===== src/rtl/ccd_tg_pkg.sv =====
package ccd_tg_pkg;
  // A pixel period is split into eight phase ticks.
  localparam int PHASES  = 8;
  localparam int QUARTER = 2;
  localparam int HALF    = 4;

  function automatic logic in_range(input int unsigned v, input int unsigned lo,
                                    input int unsigned hi);
    return (v >= lo) && (v <= hi);
  endfunction

  // pos counts phase ticks from line start; the window opens a quarter
  // period into pixel 'start' and lasts 'width' whole pixel periods.
  function automatic logic win_hit(input int unsigned pos, input int unsigned start,
                                   input int unsigned width);
    return (pos >= start * PHASES + QUARTER) &&
           (pos < (start + width) * PHASES + QUARTER);
  endfunction
endpackage


===== src/rtl/ccd_phase_div.sv =====
module ccd_phase_div #(
  parameter int DIV_W = 7
) (
  input  logic             clk,
  input  logic             rst,
  input  logic             run,
  input  logic [DIV_W-1:0] div,
  output logic             tick,
  output logic             sub0,
  output logic [2:0]       ph
);
  logic [DIV_W-1:0] cnt;

  assign tick = run && (cnt == div - 1'b1);
  assign sub0 = (cnt == '0);

  always_ff @(posedge clk) begin
    if (rst || !run) begin
      cnt <= '0;
      ph  <= '0;
    end else if (tick) begin
      cnt <= '0;
      ph  <= ph + 3'd1;
    end else begin
      cnt <= cnt + 1'b1;
    end
  end
endmodule


===== src/rtl/ccd_line_ctrl.sv =====
module ccd_line_ctrl
  import ccd_tg_pkg::*;
#(
  parameter int DIV_W    = 7,
  parameter int LEN_W    = 13,
  parameter int DIV_MIN  = 13,
  parameter int DIV_MAX  = 125,
  parameter int DIV_DEF  = 50,
  parameter int MIN_LINE = 3100,
  parameter int MAX_LINE = 8191,
  parameter int ROG_W    = 10,
  parameter int SHUT_W   = 5,
  parameter int GAP      = 10
) (
  input  logic             clk,
  input  logic             rst,
  input  logic             en,
  input  logic             cfg_we,
  input  logic [DIV_W-1:0] cfg_div,
  input  logic [LEN_W-1:0] cfg_len,
  input  logic [LEN_W-1:0] cfg_shut,
  input  logic             tick,
  input  logic [2:0]       ph,
  output logic             run_q,
  output logic             line_end,
  output logic [LEN_W-1:0] pix,
  output logic [DIV_W-1:0] act_div,
  output logic [LEN_W-1:0] shut_pos,
  output logic             shut_on,
  output logic             shut_err
);
  localparam int SHUT_LO = ROG_W + GAP;

  logic [DIV_W-1:0] pend_div;
  logic [LEN_W-1:0] pend_len, pend_shut, act_len;
  logic             load;
  logic [LEN_W-1:0] place_pos;
  logic             place_on, place_bad;
  int               shut_hi;

  assign line_end = run_q && tick && (ph == 3'd7) && (pix == act_len - 1'b1);
  assign load     = en && (!run_q || line_end);

  // Shutter placement for the line about to start, from the pending values.
  always_comb begin
    shut_hi   = int'(pend_len) - GAP - SHUT_W;
    place_pos = pend_shut;
    place_on  = 1'b1;
    place_bad = 1'b0;
    if (int'(pend_shut) < SHUT_LO) begin
      place_pos = LEN_W'(SHUT_LO);
      place_bad = 1'b1;
    end else if (int'(pend_shut) > shut_hi) begin
      place_on  = 1'b0;
      place_bad = 1'b1;
    end
  end

  always_ff @(posedge clk) begin
    if (rst) begin
      pend_div  <= DIV_W'(DIV_DEF);
      pend_len  <= LEN_W'(MIN_LINE);
      pend_shut <= LEN_W'(SHUT_LO);
      act_div   <= DIV_W'(DIV_DEF);
      act_len   <= LEN_W'(MIN_LINE);
      shut_pos  <= LEN_W'(SHUT_LO);
      shut_on   <= 1'b1;
      shut_err  <= 1'b0;
      run_q     <= 1'b0;
      pix       <= '0;
    end else begin
      if (cfg_we) begin
        if (in_range(32'(cfg_div), DIV_MIN, DIV_MAX)) pend_div <= cfg_div;
        if (in_range(32'(cfg_len), MIN_LINE, MAX_LINE)) pend_len <= cfg_len;
        pend_shut <= cfg_shut;
      end
      if (load) begin
        act_div  <= pend_div;
        act_len  <= pend_len;
        shut_pos <= place_pos;
        shut_on  <= place_on;
        if (place_bad) shut_err <= 1'b1;
        run_q    <= 1'b1;
        pix      <= '0;
      end else if (line_end) begin
        run_q <= 1'b0;
        pix   <= '0;
      end else if (run_q && tick && (ph == 3'd7)) begin
        pix <= pix + 1'b1;
      end
    end
  end
endmodule


===== src/rtl/ccd_pulse_dec.sv =====
module ccd_pulse_dec
  import ccd_tg_pkg::*;
#(
  parameter int LEN_W   = 13,
  parameter int ROG_W   = 10,
  parameter int SHUT_W  = 5,
  parameter int OUT_OFS = 1,
  parameter int OUT_LEN = 3066
) (
  input  logic             run,
  input  logic             tick,
  input  logic             sub0,
  input  logic [2:0]       ph,
  input  logic [LEN_W-1:0] pix,
  input  logic [LEN_W-1:0] shut_pos,
  input  logic             shut_on,
  output logic             pclk_o,
  output logic             rog_o,
  output logic             shut_o,
  output logic             line_start,
  output logic             pix_valid
);
  localparam int NWIN = 2;   // window 0: readout gate, window 1: shutter

  logic [LEN_W+2:0]  pos;
  logic [NWIN-1:0]   win_act;
  int unsigned       win_start [NWIN];
  int unsigned       win_width [NWIN];
  logic [NWIN-1:0]   win_en;

  assign pos = {pix, ph};

  always_comb begin
    win_start[0] = 0;
    win_width[0] = ROG_W;
    win_en[0]    = 1'b1;
    win_start[1] = 32'(shut_pos);
    win_width[1] = SHUT_W;
    win_en[1]    = shut_on;
  end

  for (genvar w = 0; w < NWIN; w++) begin : g_win
    assign win_act[w] = run && win_en[w] &&
                        win_hit(32'(pos), win_start[w], win_width[w]);
  end

  assign pclk_o     = run && (32'(ph) < HALF);
  assign rog_o      = win_act[0];
  assign shut_o     = win_act[1];
  assign line_start = run && sub0 && (ph == 3'd0) && (pix == '0);
  assign pix_valid  = tick && (32'(ph) == HALF - 1) &&
                      (32'(pix) >= OUT_OFS) && (32'(pix) < OUT_OFS + OUT_LEN);
endmodule


===== src/rtl/ccd_line_timing.sv =====
module ccd_line_timing #(
  parameter int DIV_MIN  = 13,
  parameter int DIV_MAX  = 125,
  parameter int DIV_DEF  = 50,
  parameter int MIN_LINE = 3100,
  parameter int MAX_LINE = 8191,
  parameter int ROG_W    = 10,
  parameter int SHUT_W   = 5,
  parameter int GAP      = 10,
  parameter int OUT_OFS  = 1,
  parameter int OUT_LEN  = 3066,
  localparam int DIV_W   = $clog2(DIV_MAX + 1),
  localparam int LEN_W   = $clog2(MAX_LINE + 1)
) (
  input  logic             clk,
  input  logic             rst,
  input  logic             en,
  input  logic             cfg_we,
  input  logic [DIV_W-1:0] cfg_div,
  input  logic [LEN_W-1:0] cfg_len,
  input  logic [LEN_W-1:0] cfg_shut,
  output logic             pclk_o,
  output logic             rog_o,
  output logic             shut_o,
  output logic             line_start,
  output logic             pix_valid,
  output logic             shut_err
);
  // Internal events, named for the bound checker.
  logic             run_q, line_end, tick, sub0, shut_on;
  logic [2:0]       ph;
  logic [LEN_W-1:0] pix, shut_pos;
  logic [DIV_W-1:0] act_div;

  ccd_phase_div #(.DIV_W(DIV_W)) u_phase (
    .clk(clk), .rst(rst), .run(run_q), .div(act_div),
    .tick(tick), .sub0(sub0), .ph(ph)
  );

  ccd_line_ctrl #(
    .DIV_W(DIV_W), .LEN_W(LEN_W), .DIV_MIN(DIV_MIN), .DIV_MAX(DIV_MAX),
    .DIV_DEF(DIV_DEF), .MIN_LINE(MIN_LINE), .MAX_LINE(MAX_LINE),
    .ROG_W(ROG_W), .SHUT_W(SHUT_W), .GAP(GAP)
  ) u_ctrl (
    .clk(clk), .rst(rst), .en(en), .cfg_we(cfg_we), .cfg_div(cfg_div),
    .cfg_len(cfg_len), .cfg_shut(cfg_shut), .tick(tick), .ph(ph),
    .run_q(run_q), .line_end(line_end), .pix(pix), .act_div(act_div),
    .shut_pos(shut_pos), .shut_on(shut_on), .shut_err(shut_err)
  );

  ccd_pulse_dec #(
    .LEN_W(LEN_W), .ROG_W(ROG_W), .SHUT_W(SHUT_W),
    .OUT_OFS(OUT_OFS), .OUT_LEN(OUT_LEN)
  ) u_dec (
    .run(run_q), .tick(tick), .sub0(sub0), .ph(ph), .pix(pix),
    .shut_pos(shut_pos), .shut_on(shut_on), .pclk_o(pclk_o), .rog_o(rog_o),
    .shut_o(shut_o), .line_start(line_start), .pix_valid(pix_valid)
  );
endmodule


===== config.mk =====
export PLATFORM = sky130hd
export DESIGN_NAME = ccd_line_timing
export DESIGN_NICKNAME = d
export VERILOG_FILES = /design/src/rtl/ccd_tg_pkg.sv /design/src/rtl/ccd_phase_div.sv /design/src/rtl/ccd_line_ctrl.sv /design/src/rtl/ccd_pulse_dec.sv /design/src/rtl/ccd_line_timing.sv
export SDC_FILE = /design/constraint.sdc
export NUM_CORES = 1
export LEC_CHECK = 0
export BUFFER_PORTS_ARGS = -buffer_cell sky130_fd_sc_hd__buf_2
export CAP_MARGIN = 20
export CORE_MARGIN = 3
export CORE_UTILIZATION = 30
export CTS_BUF_LIST = sky130_fd_sc_hd__clkbuf_8
export CTS_CLUSTER_SIZE = 20
export DETAILED_ROUTE_END_ITERATION = 6
export HOLD_SLACK_MARGIN = 0.12
export PLACE_DENSITY_LB_ADDON = 0.25
export SYNTH_ARGS = -nofsm -noshare
export SYNTH_HDL_FRONTEND = slang
export SYNTH_SLANG_ARGS = --single-unit

===== constraint.sdc =====
create_clock -name clk -period 4.27 [get_ports clk]
set_clock_uncertainty 0.1 [all_clocks]
set_input_delay 0.2135 -clock clk [delete_from_list [all_inputs] [get_ports clk]]
set_output_delay 0.2135 -clock clk [all_outputs]
set_load 0.01 [all_outputs]

==> metrics.md, run 1 <==
| Metric | Value |
|---|---|
| Outcome | `complete, no violations` |
| Crit path capture type | `register` |
| Number of max-cap violations | `0` |
| RSZ-0062 raised after global routing | `false` |
| IO Port Bufs | `42` |
| Peak supply drop | `around 150 uV` |
| Async set-reset flop share out of synthesis | `0%` |
| Die footprint | `22,100 um2` |
| Count leader, synth | `nor2_1` |
| Cell Chain, Critical Path | `inv_1 > ha_2 > nor2b_2 > a32oi_1 > or4_4 > or3_1 > a21oi_1 > xnor2_1 > ha_1 > nand2_1 > nor2_1 > nand2_1 > or4_1 > and4_1 > a31oi_1 > a221oi_1` |
| Area growth, synth to finish | `18.4%` |
| Via/cell ratio | `4.95` |
| Clock Sinks | `92` |
| Hold violation count in the final report | `0` |
| Startpoint Class | `register` |
| TritonCTS clock tree | `done` |
| Ratio of final minimum period to clock period | `93.5%` |
| Cell mode on critical path | `nand2_1` |
| Starting density of the core | `31.0%` |
| Number of remaining DRC errors | `0` |
| Post-synth cell types | `62` |
| Die width | `149 um` |
| Synth Instances | `roughly 730` |
| Mean Syn Cell Area | `8.35 um2` |
| Cell taking the most area after synthesis | `dfxtp_1` |
| Detailed-route wire length | `16,300 um` |
| Via count | `5,330` |
| Slew @ Worst Pin | `1.01 ns` |
| Vias in the first global route | `5,080` |
| Antenna Diode Count | `0` |
| Tot GR Track Use | `~15%` |
| WS Path Type | `reg -> reg` |
| Postcts setup bufs | `0` |
| Number of warning messages in the yosys log | `0` |
| CTS Buffer Depth | `2` |
| Synth Flop Type | `dfxtp_1` |
| Clock Latency Late Sink | `0.39 ns` |
| Required time of the critical path | `4.41 ns` |
| EDFF count, synth | `0` |
| Slowest stage delay, CP | `0.48 ns` |
| Most frequent cells after synthesis | `105 x nor2_1, 92 x dfxtp_1, 59 x ha_1` |
| Sequential cell area fraction in the yosys report | `approximately 30%` |
| Core area | `19,700 um2` |
| Min Hold Slack | `0.255 ns` |
| PD cells | `265 nW/um2` |
| Starting DRC count in detailed routing | `337` |
| First-pass GRT wire length | `26,800 um` |
| Die Span Y | `149 um` |
| Gr ovfl total | `0` |
| Max Slew Vio Count | `0` |
| Top cells by area, synth | `dfxtp_1 30%, ha_1 12%, mux2i_1 7.7%, nor2_1 6.4%, xnor2_1 5.2%` |
| Worst EP arrival | `~4.1 ns` |
| Initial antenna violation count | `0` |
| Antenna-violating nets left | `0` |
| Final setup TNS | `0 ns` |
| HPWL Detailed | `between 10,000 and 15,000 um` |
| Worst-path maximum fanout | `6` |
| Fin crit period | `3.99 ns` |
| Top Ports | `43` |
| H-tree depth | `3` |
| Yosys reg bits | `between 90 and 100` |
| Total CTS buffers | `9` |
| DR pass1 iterations | `4` |
| Largest net degree at the start of global routing | `36` |
| Fmax | `250 MHz` |
| Layout cell share with drive strength beyond 1 | `about 11%` |
| Synthesized area | `6120 um2` |
| Hold Path Class | `in -> reg` |
| Syn nets | `829` |
| RePlAce Congestion | `0.818` |
| CP max stage cell | `or4_4` |
| Clock root cell | `clkbuf_8` |
| Final setup violation count | `0` |
| Synth top area share | `30.1%` |
| Slew HR | `around a third` |
| Row cnt | `51` |
| Nets | `902` |
| Leak Pwr | `3.02 nW` |
| Worst-path clk slew | `about 0.10 ns` |
| WL per Instance | `about 15 um` |
[metrics by stage]
step	utilization [%]	instance area [um2]	worst slack (ns)	std cells	total power, mW
2_1_floorplan	-	6120	0.454	733	1.16
4_1_cts	36.6	7210	0.0381	1076	1.94
6_report	36.7	7240	0.277	1076	1.92
3_3_place_gp	33.7	6640	0.197	1024	1.25
3_5_place_dp	33.7	6640	0.0730	1024	1.25
5_1_grt	36.7	7240	0.0339	1076	2.02
[sequential cells by signal, indices dropped and copies added (netlist names), 3 cells and up]
| name | count |
|---|---|
| u_ctrl.pend_div | 7 |
| u_ctrl.act_len | 13 |
| u_phase.cnt | 7 |
| u_phase.ph | 3 |
| u_ctrl.shut_pos | 13 |
| u_ctrl.act_div | 7 |
| u_ctrl.pend_len | 13 |
| u_ctrl.pix | 13 |
| u_ctrl.pend_shut | 13 |
[final timing paths]
check                                        from                               to  slack (ns)  cells past startpoint
setup reg to reg  u_ctrl.pend_len[2]$_SDFFE_PP1P_     u_ctrl.shut_err$_SDFFE_PP0P_        0.28                     16
hold reg to reg   u_ctrl.pend_div[1]$_SDFFE_PP1P_  u_ctrl.pend_div[1]$_SDFFE_PP1P_        0.39                      2
setup / recovery  u_ctrl.pend_len[2]$_SDFFE_PP1P_     u_ctrl.shut_err$_SDFFE_PP0P_        0.28                     16
hold / removal                                rst   u_ctrl.act_div[0]$_SDFFE_PP0P_        0.26                      2
[logic make-up (layout without fill, tap and decap cells)]
kind of cell    Yosys count  in the layout  synth area share, %
mux                      47             47                 7.69
xor+xnor                 62             62                 9.10
simple gates            272            272                 21.9
compound gates          127            127                 13.9
fa+ha+maj                59             59                 12.1
flops                    92             92                 30.1
buf+inv                  74            152                 5.26
[power breakdown]
group,internal (mW),switching (mW),leakage [nW]
registers,0.889,0.0450,0.750
logic,0.156,0.173,2.16
clock network,0.297,0.362,0.109
total,1.34,0.579,3.02
[area by class of cell]
class                           count  area [um2]
Multi-Input combinational cell    567        4000
Tap cell                          265         332
Clock inverter                      6        76.3
Clock buffer                       10         138
Timing Repair Buffer               95         698
Sequential cell                    92        1840
Fill cell                        2060       12500
Inverter                           41         154
[worst max-delay path, delay by kind of cell (launching register included)]
kind	cells	cell delay (ns)
DFF	1	0.35
adders and majority gates	2	0.56
buffers and inverters	1	0.12
and+or+nand+nor	8	2.01
xor gates and xnor gates	1	0.09
AOI/OAI and AO/OA	4	0.63
[routing by layer]
metal / track usage (%) / routed length (um) / vias to the layer above
met4: 5.72 / 325 / 0
met3: 1.98 / 499 / 22
li1: - / - / 2755
met2: 24.2 / 7440 / 83
met5: 0 / 0 / -
met1: 21.1 / 8070 / 2470
[cell usage in the layout (no fill, tap or decap), drive strengths merged, types with 3 or more instances in the layout]
cell         instances
xnor2               36
a21oi               34
or2                  3
and3                12
nor2               105
dfxtp               92
nand3b               3
buf                 59
o21ai               24
a211oi               5
nor4                10
dlygate4sd3         36
a31oi                8
nand4               14
nand2               37
inv                 44
clkbuf              10
or3                  6
and2                 4
o21a                10
mux2i               47
or4                 12
nand3               22
o211ai               9
o41ai                3
nor2b                7
a221oi               3
nand2b               6
a2111oi              3
nor3                22
xor2                25
a21o                 6
ha                  59
[repair_timing]
action	in CTS	in global routing
resized for setup	0	8
hold buffers	36	0
endpoints found under the hold margin	34	0
endpoints found under the setup margin	0	2
Note: power is estimated with default switching activity, not from simulation.
==> run 2, diff against run 1 <==
Settings changed: CORE_UTILIZATION 30 to 63.
==> run 2 against run 1 <==
  * Final cell count fell by 14%
  * Setup slack got worse by 0.071 ns
  * Core utilization rose by 38 points
  * Design area fell by 4.0%
  * Clock power fell by 7.6%
  * Critical path type unchanged
  * Register-to-register slack got worse by 0.07 ns
  * Largest cell class unchanged
  * First-iteration DRC count did not move
==> metrics.md, run 2 (synthesized netlist as in run 1, its figures left out) <==
| Metric | Value |
|---|---|
| Slowest stage delay, CP | `0.49 ns (was 0.48 ns)` |
| Worst-path clk slew | `0.10 ns (about the same)` |
| Gr ovfl total | `0 (unchanged)` |
| First-pass GRT wire length | `26,200 um (was 26,800 um)` |
| PD cells | `269 nW/um2 (was 265 nW/um2)` |
| Via count | `5,613 (was 5,330)` |
| Sw Ratio | `31.8% (was 30.1%)` |
| Vias in the first global route | `5,562 (was 5,080)` |
| Crit path capture type | `register (unchanged)` |
| Layout cell share with drive strength beyond 1 | `9.90% (was 11.2%)` |
| Required time of the critical path | `4.38 ns (was 4.41 ns)` |
| HPWL Detailed | `10,900 um (was 11,900 um)` |
| Peak supply drop | `195 uV (was 151 uV)` |
| RePlAce Congestion | `0.891 (was 0.818)` |
| Worst-path maximum fanout | `6 (unchanged)` |
| Startpoint Class | `register (unchanged)` |
| Hold violation count in the final report | `0 (unchanged)` |
| Min-delay src | `rst (unchanged)` |
| Clock Latency Late Sink | `0.38 ns (was 0.39 ns)` |
| Clock root cell | `clkbuf_8 (unchanged)` |
| Outcome | `complete, no violations (unchanged)` |
| Starting DRC count in detailed routing | `337 (unchanged)` |
| Cell Int Power | `1.27 mW (was 1.34 mW)` |
| CP top delay family | `simple AND/OR/NAND/NOR gates (unchanged)` |
| Setup WS pre-CTS | `0.0785 ns (was 0.0730 ns)` |
| Ratio of final minimum period to clock period | `95.2% (was 93.5%)` |
| Tot GR Track Use | `28.7% (was 15.2%)` |
| TritonCTS clock tree | `done (unchanged)` |
| Commonest non-fill, non-tap cell in the layout | `nor2_1 (unchanged)` |
| Area growth, synth to finish | `13.7% (was 18.4%)` |
| CTS Buffer Depth | `2 (unchanged)` |
| Via/cell ratio | `6.06 (was 4.95)` |
| H-tree depth | `3 (unchanged)` |
| Crit path buf inv count | `1 (unchanged)` |
| Leak Pwr | `2.94 nW (was 3.02 nW)` |
| Initial antenna violation count | `0 (unchanged)` |
| Cell mode on critical path | `nand2_1 (unchanged)` |
| Worst EP arrival | `4.17 ns (was 4.13 ns)` |
| Layout Utilization | `74.6% (was 36.7%)` |
| Most frequent cells in the layout | `105 x nor2_1, 92 x dfxtp_1, 58 x ha_1 (was 105 x nor2_1, 91 x dfxtp_1, 58 x ha_1)` |
| Number of remaining DRC errors | `0 (unchanged)` |
| Fmax | `246 MHz (was 250 MHz)` |
| Reg2Reg Launch Point | `u_ctrl.pend_len[2]$_SDFFE_PP1P_ (unchanged)` |
| Power Total | `1.87 mW (was 1.92 mW)` |
| IO Port Bufs | `42 (unchanged)` |
| Clock network fraction of total power | `32.6% (was 34.3%)` |
| Core area | `9330 um2 (was 19,700 um2)` |
| Post-route setup slack | `0.206 ns (was 0.277 ns)` |
| Antenna Diode Count | `0 (unchanged)` |
| CP max stage cell | `or4_4 (unchanged)` |
| Reg2reg setup slack | `0.21 ns (was 0.28 ns)` |
| Max Slew Vio Count | `0 (unchanged)` |
| Nets | `889 (was 902)` |
| WS Path Type | `reg -> reg (unchanged)` |
| Clock Sinks | `92 (unchanged)` |
| Slew @ Worst Pin | `1.04 ns (was 1.01 ns)` |
| Gate power share | `17.4% (was 17.1%)` |
| DR pass1 iterations | `5 (was 4)` |
| Row cnt | `35 (was 51)` |
| Cell Chain, Critical Path | `inv_1 > ha_2 > nor2b_2 > a32oi_1 > or4_4 > or3_1 > a21oi_1 > xnor2_1 > ha_1 > nand2_1 > nor2_1 > nand2_1 > or4_1 > and4_1 > a31oi_1 > a221oi_1 (unchanged)` |
| Die footprint | `10,900 um2 (was 22,100 um2)` |
| Postcts setup bufs | `0 (unchanged)` |
| Final setup violation count | `0 (unchanged)` |
| Die Span Y | `105 um (was 149 um)` |
| Antenna-violating nets left | `0 (unchanged)` |
| CP startpoint | `u_ctrl.pend_len[2]$_SDFFE_PP1P_ (unchanged)` |
| Hold Path Class | `in -> reg (unchanged)` |
| Largest net degree at the start of global routing | `39 (was 36)` |
| NetSw | `594 uW (was 579 uW)` |
| Slew HR | `30.6% (was 31.5%)` |
| Detailed-route wire length | `15,400 um (was 16,300 um)` |
| Number of max-cap violations | `0 (unchanged)` |
| WL per Instance | `16.6 um (was 15.2 um)` |
| Total CTS buffers | `9 (unchanged)` |
| Starting density of the core | `65.6% (was 31.0%)` |
| Fin crit period | `4.06 ns (was 3.99 ns)` |
| Die width | `105 um (was 149 um)` |
| Sequential Power Share | `50.1% (was 48.6%)` |
| Top Ports | `43 (unchanged)` |
run 2: changes by cell type in the layout (fill, tap and decap cells not counted), sizes merged:
cell | previous run | this run
buf | 59 | 48
bufinv | 1 | 0
clkbuf | 10 | 9
clkinvlp | 0 | 1
dlygate4sd3 | 36 | 34
inv | 44 | 45
run 2: through the flow:
stage	setup TNS, ns	area, um2	hold slack, ns	instances
final	0	6960	0.221	927
after global routing	-0.00321	6960	0.241	927
after CTS	0	6920	0.211	927
after detailed placement	0	6380	0.349	877
after global placement	0	6380	0.345	877
after floorplan	0	6120	0.239	733
run 2: path summary, 6_finish.rpt:
check	cells after the start	end
setup / recovery	16	u_ctrl.shut_err$_SDFFE_PP0P_
setup reg to reg	16	u_ctrl.shut_err$_SDFFE_PP0P_
hold / removal	2	u_ctrl.shut_pos[8]$_SDFFE_PP0P_
hold reg to reg	2	u_ctrl.shut_pos[3]$_SDFFE_PP0P_
run 2: layout make-up:
cell class | instances | area, um2
Clock buffer | 9 | 124
Multi-Input combinational cell | 567 | 4000
Sequential cell | 92 | 1840
Fill cell | 673 | 2370
Tap cell | 129 | 161
Clock inverter | 7 | 75.1
Inverter | 41 | 154
Timing Repair Buffer | 82 | 596
run 2: per-layer routing:
metal	part of all wire, %	global-route usage (%)	vias up
li1	-	-	2736
met3	4.8	3.71	32
met5	0	0	-
met4	2.0	11.0	0
met1	43	35.8	2656
met2	50	50.4	189
run 2: worst reg2reg max path: stages (launching register included):
cell and delay [ns]:
dfxtp_1 0.42, inv_1 0.12, ha_2 0.23, nor2b_2 0.17, a32oi_1 0.17, or4_4 0.49, or3_1 0.38, a21oi_1 0.18
xnor2_1 0.08, ha_1 0.30, nand2_1 0.07, nor2_1 0.10, nand2_1 0.08, or4_1 0.48, and4_1 0.22, a31oi_1 0.22
a221oi_1 0.11
run 2: repair_timing:
item / 4_1_cts / 5_1_grt
hold endpoints to repair: 34 / 0
setup endpoints to repair: 0 / 2
resized for setup: 0 / 7
hold buffers: 34 / 0
run 2: power by group through the flow:
stage,combinational [mW],clock (mW),sequential [mW]
global placement,0.277,0,0.950
detailed placement,0.289,0,0.952
CTS,0.314,0.615,0.932
floorplan,0.227,0,0.934
finish,0.324,0.609,0.935
global route,0.363,0.647,0.940
==> run 3, diff against run 2 <==
Settings changed: ABC_AREA set to 1.
==> run 3 against run 2 <==
  * Clock-buffer cell count is 1 higher
  * Combinational power up 26%
  * Critical path depth increased by 7
  * Clock power grew 2%
  * Synthesized cell count rose by 25%
  * Non-clock buffer count decreased by 5
  * Core utilization increased by 0.34 points
  * Power rose by 6.3%
  * Sequential power rose by 2%
  * Via count up 12%
  * Critical endpoint is now u_ctrl.shut_on$_SDFFE_PP1P_
==> metrics.md, run 3 <==
| Metric | Value |
|---|---|
| Sequential cell area fraction in the yosys report | `29.6% (was 30.1%)` |
| Hold Buf Count CTS | `34 (unchanged)` |
| Initial antenna violation count | `0 (unchanged)` |
| Hold Path Class | `in -> reg (unchanged)` |
| Starting density of the core | `66.2% (was 65.6%)` |
| Peak supply drop | `241 uV (was 195 uV)` |
| Crit path capture type | `register (unchanged)` |
| Post-synth cell types | `37 (was 62)` |
| Post-cts sizing count | `0 (unchanged)` |
| Clock Latency Late Sink | `0.37 ns (was 0.38 ns)` |
| Antenna-violating nets left | `0 (unchanged)` |
| Core area | `9420 um2 (was 9330 um2)` |
| Synth Instances | `919 (was 733)` |
| Hold violation count in the final report | `0 (unchanged)` |
| Final Instance Area | `7050 um2 (was 6960 um2)` |
| Vias in the first global route | `5,933 (was 5,562)` |
| Clock Sinks | `92 (unchanged)` |
| Synth Flop Type | `dfxtp_1 (unchanged)` |
| Final setup TNS | `0 ns (unchanged)` |
| Startpoint Class | `register (unchanged)` |
| Mean Syn Cell Area | `6.78 um2 (was 8.35 um2)` |
| Setup WS pre-CTS | `0.906 ns (was 0.0785 ns)` |
| Cell taking the most area after synthesis | `dfxtp_1 (unchanged)` |
| Worst EP arrival | `3.65 ns (was 4.17 ns)` |
| Count leader, synth | `nand2_1 (was nor2_1)` |
| Yosys reg bits | `92 (unchanged)` |
| Syn nets | `1,015 (was 829)` |
| Placed Area | `6510 um2 (was 6380 um2)` |
| Layout Utilization | `74.9% (was 74.6%)` |
| Outcome | `complete, no violations (unchanged)` |
| Largest net degree at the start of global routing | `40 (was 39)` |
| Gr ovfl total | `0 (unchanged)` |
| Clock root cell | `clkbuf_8 (unchanged)` |
| Top Ports | `43 (unchanged)` |
| Post-route setup slack | `0.780 ns (was 0.206 ns)` |
| Total CTS buffers | `9 (unchanged)` |
| Slew HR | `63.9% (was 30.6%)` |
| Max Slew Vio Count | `0 (unchanged)` |
| Layout cell share with drive strength beyond 1 | `7.46% (was 9.90%)` |
| Synth top area share | `29.6% (was 30.1%)` |
| Fin crit period | `3.49 ns (was 4.06 ns)` |
| Reg2reg setup slack | `0.78 ns (was 0.21 ns)` |
| H-tree depth | `3 (unchanged)` |
| Required time of the critical path | `4.43 ns (was 4.38 ns)` |
| CTS Buffer Depth | `2 (unchanged)` |
| Reg2Reg Launch Point | `u_ctrl.pend_len[1]$_SDFFE_PP0P_ (was u_ctrl.pend_len[2]$_SDFFE_PP1P_)` |
| Antenna Diode Count | `0 (unchanged)` |
| Leak Pwr | `3.28 nW (was 2.94 nW)` |
| Worst-path maximum fanout | `5 (was 6)` |
| WS Path Type | `reg -> reg (unchanged)` |
| Hold Path Depth | `2 (unchanged)` |
| TritonCTS clock tree | `done (unchanged)` |
| Die footprint | `11,100 um2 (was 10,900 um2)` |
| R2R Path End | `u_ctrl.shut_on$_SDFFE_PP1P_ (was u_ctrl.shut_err$_SDFFE_PP0P_)` |
| Hold path endpoint | `u_ctrl.run_q$_SDFFE_PP0P_ (was u_ctrl.shut_pos[8]$_SDFFE_PP0P_)` |
| Cell count after placement | `1,071 (was 877)` |
| Slew @ Worst Pin | `0.537 ns (was 1.04 ns)` |
| Commonest non-fill, non-tap cell in the layout | `nand2_1 (was nor2_1)` |
| Worst-path clk slew | `0.10 ns (about the same)` |
| Via count | `6,278 (was 5,613)` |
| Number of max-cap violations | `0 (unchanged)` |
| Async set-reset flop share out of synthesis | `0% (unchanged)` |
| WL per Instance | `14.5 um (was 16.6 um)` |
| Most frequent cells in the layout | `226 x nand2_1, 104 x nor2_1, 98 x inv_1 (was 105 x nor2_1, 92 x dfxtp_1, 58 x ha_1)` |
| Tot GR Track Use | `30.5% (was 28.7%)` |
| Detailed-route wire length | `16,300 um (was 15,400 um)` |
| R2r worst-path depth | `23 (was 16)` |
| Min Hold Slack | `0.145 ns (was 0.221 ns)` |
| Starting DRC count in detailed routing | `453 (was 337)` |
| Number of warning messages in the yosys log | `0 (unchanged)` |
| HPWL Detailed | `11,400 um (was 10,900 um)` |
| RePlAce Congestion | `0.908 (was 0.891)` |
| Min-delay src | `rst (unchanged)` |
| Via/cell ratio | `5.60 (was 6.06)` |
| DR pass1 iterations | `5 (unchanged)` |
| IO Port Bufs | `42 (unchanged)` |
| RSZ-0062 raised after global routing | `false` |
| Most frequent cells after synthesis | `226 x nand2_1, 104 x nor2_1, 98 x inv_1 (was 105 x nor2_1, 92 x dfxtp_1, 59 x ha_1)` |
| Synthesized area | `6230 um2 (was 6120 um2)` |
| Die width | `105 um (about the same)` |
| Power Total | `1.99 mW (was 1.87 mW)` |
| PD cells | `282 nW/um2 (was 269 nW/um2)` |
| Ratio of final minimum period to clock period | `81.7% (was 95.2%)` |
| # fillers | `718 (was 673)` |
| Number of remaining DRC errors | `0 (unchanged)` |
| Top cells by area, synth | `dfxtp_1 30%, nand2_1 14%, ha_1 12%, nor2_1 6.3%, xor2_1 6.0% (was dfxtp_1 30%, ha_1 12%, mux2i_1 7.7%, nor2_1 6.4%, xnor2_1 5.2%)` |
| Nets | `1,083 (was 889)` |
| Postcts setup bufs | `0 (unchanged)` |
| Row cnt | `35 (unchanged)` |
| Die Span Y | `105 um (about the same)` |
| EDFF count, synth | `0 (unchanged)` |
| Final setup violation count | `0 (unchanged)` |
| Fmax | `287 MHz (was 246 MHz)` |
| Area growth, synth to finish | `13.2% (was 13.7%)` |
| Non-Filler Instances | `1,121 (was 927)` |
| First-pass GRT wire length | `27,700 um (was 26,200 um)` |
run 3: cell type report:
cell class	count	area (um2)	area share (%)
Timing Repair Buffer	77	558	7.91
Multi-Input combinational cell	708	3910	55.5
Clock buffer	10	138	1.95
Sequential cell	92	1840	26.1
Clock inverter	6	68.8	0.976
Tap cell	129	161	2.29
Inverter	99	372	5.27
run 3: cells by family (layout without fill, tap and decap cells):
kind of cell	Yosys count	after routing	share of synthesized area, %
AOI/OAI and AO/OA	127	127	10.9
xor gates and xnor gates	50	50	7.03
adders and majority gates	59	59	11.8
buffers and inverters	119	192	7.61
and+or+nand+nor	472	472	33.1
DFF	92	92	29.6
run 3: per-layer routing:
| metal | track usage [%] | share of wire, % | up-vias |
|---|---|---|---|
| met5 | 0 | 0 | - |
| li1 | - | - | 3170 |
| met3 | 4.90 | 6.7 | 39 |
| met1 | 39.6 | 44 | 2818 |
| met2 | 50.2 | 47 | 251 |
| met4 | 12.7 | 2.6 | 0 |
run 3: critical path, cell delays in order, from the launching register on:
cell	delay, ns
dfxtp_1	0.40
inv_1	0.11
ha_1	0.24
inv_1	0.06
nand2_1	0.09
nand2_1	0.12
nand2_1	0.06
nand2_1	0.15
nand3_1	0.10
nor2_1	0.23
nand2_1	0.09
nor4_1	0.28
nand3_1	0.14
ha_1	0.30
nor2_1	0.15
nand3_1	0.11
nor2_1	0.14
o21ai_0	0.11
nand2_1	0.08
nand3_1	0.07
nand2_1	0.06
nand2_1	0.06
nor2_1	0.10
nor2_1	0.05
run 3: power by group:
| part | internal [mW] | switching [mW] |
|---|---|---|
| clock network | 0.291 | 0.333 |
| registers | 0.902 | 0.0509 |
| logic | 0.159 | 0.250 |
| total | 1.35 | 0.634 |
run 3: worst max path at each step:
stage,cells past startpoint,from,to,slack [ns]
after floorplan,23,u_ctrl.pend_len[1]$_SDFFE_PP0P_,u_ctrl.shut_on$_SDFFE_PP1P_,1.29
after global routing,24,u_ctrl.pend_len[1]$_SDFFE_PP0P_,u_ctrl.shut_err$_SDFFE_PP0P_,0.40
after global placement,23,u_ctrl.pend_len[1]$_SDFFE_PP0P_,u_ctrl.shut_on$_SDFFE_PP1P_,1.02
final,23,u_ctrl.pend_len[1]$_SDFFE_PP0P_,u_ctrl.shut_on$_SDFFE_PP1P_,0.78
after CTS,23,u_ctrl.pend_len[1]$_SDFFE_PP0P_,u_ctrl.shut_on$_SDFFE_PP1P_,0.88
after detailed placement,23,u_ctrl.pend_len[1]$_SDFFE_PP0P_,u_ctrl.shut_on$_SDFFE_PP1P_,0.91
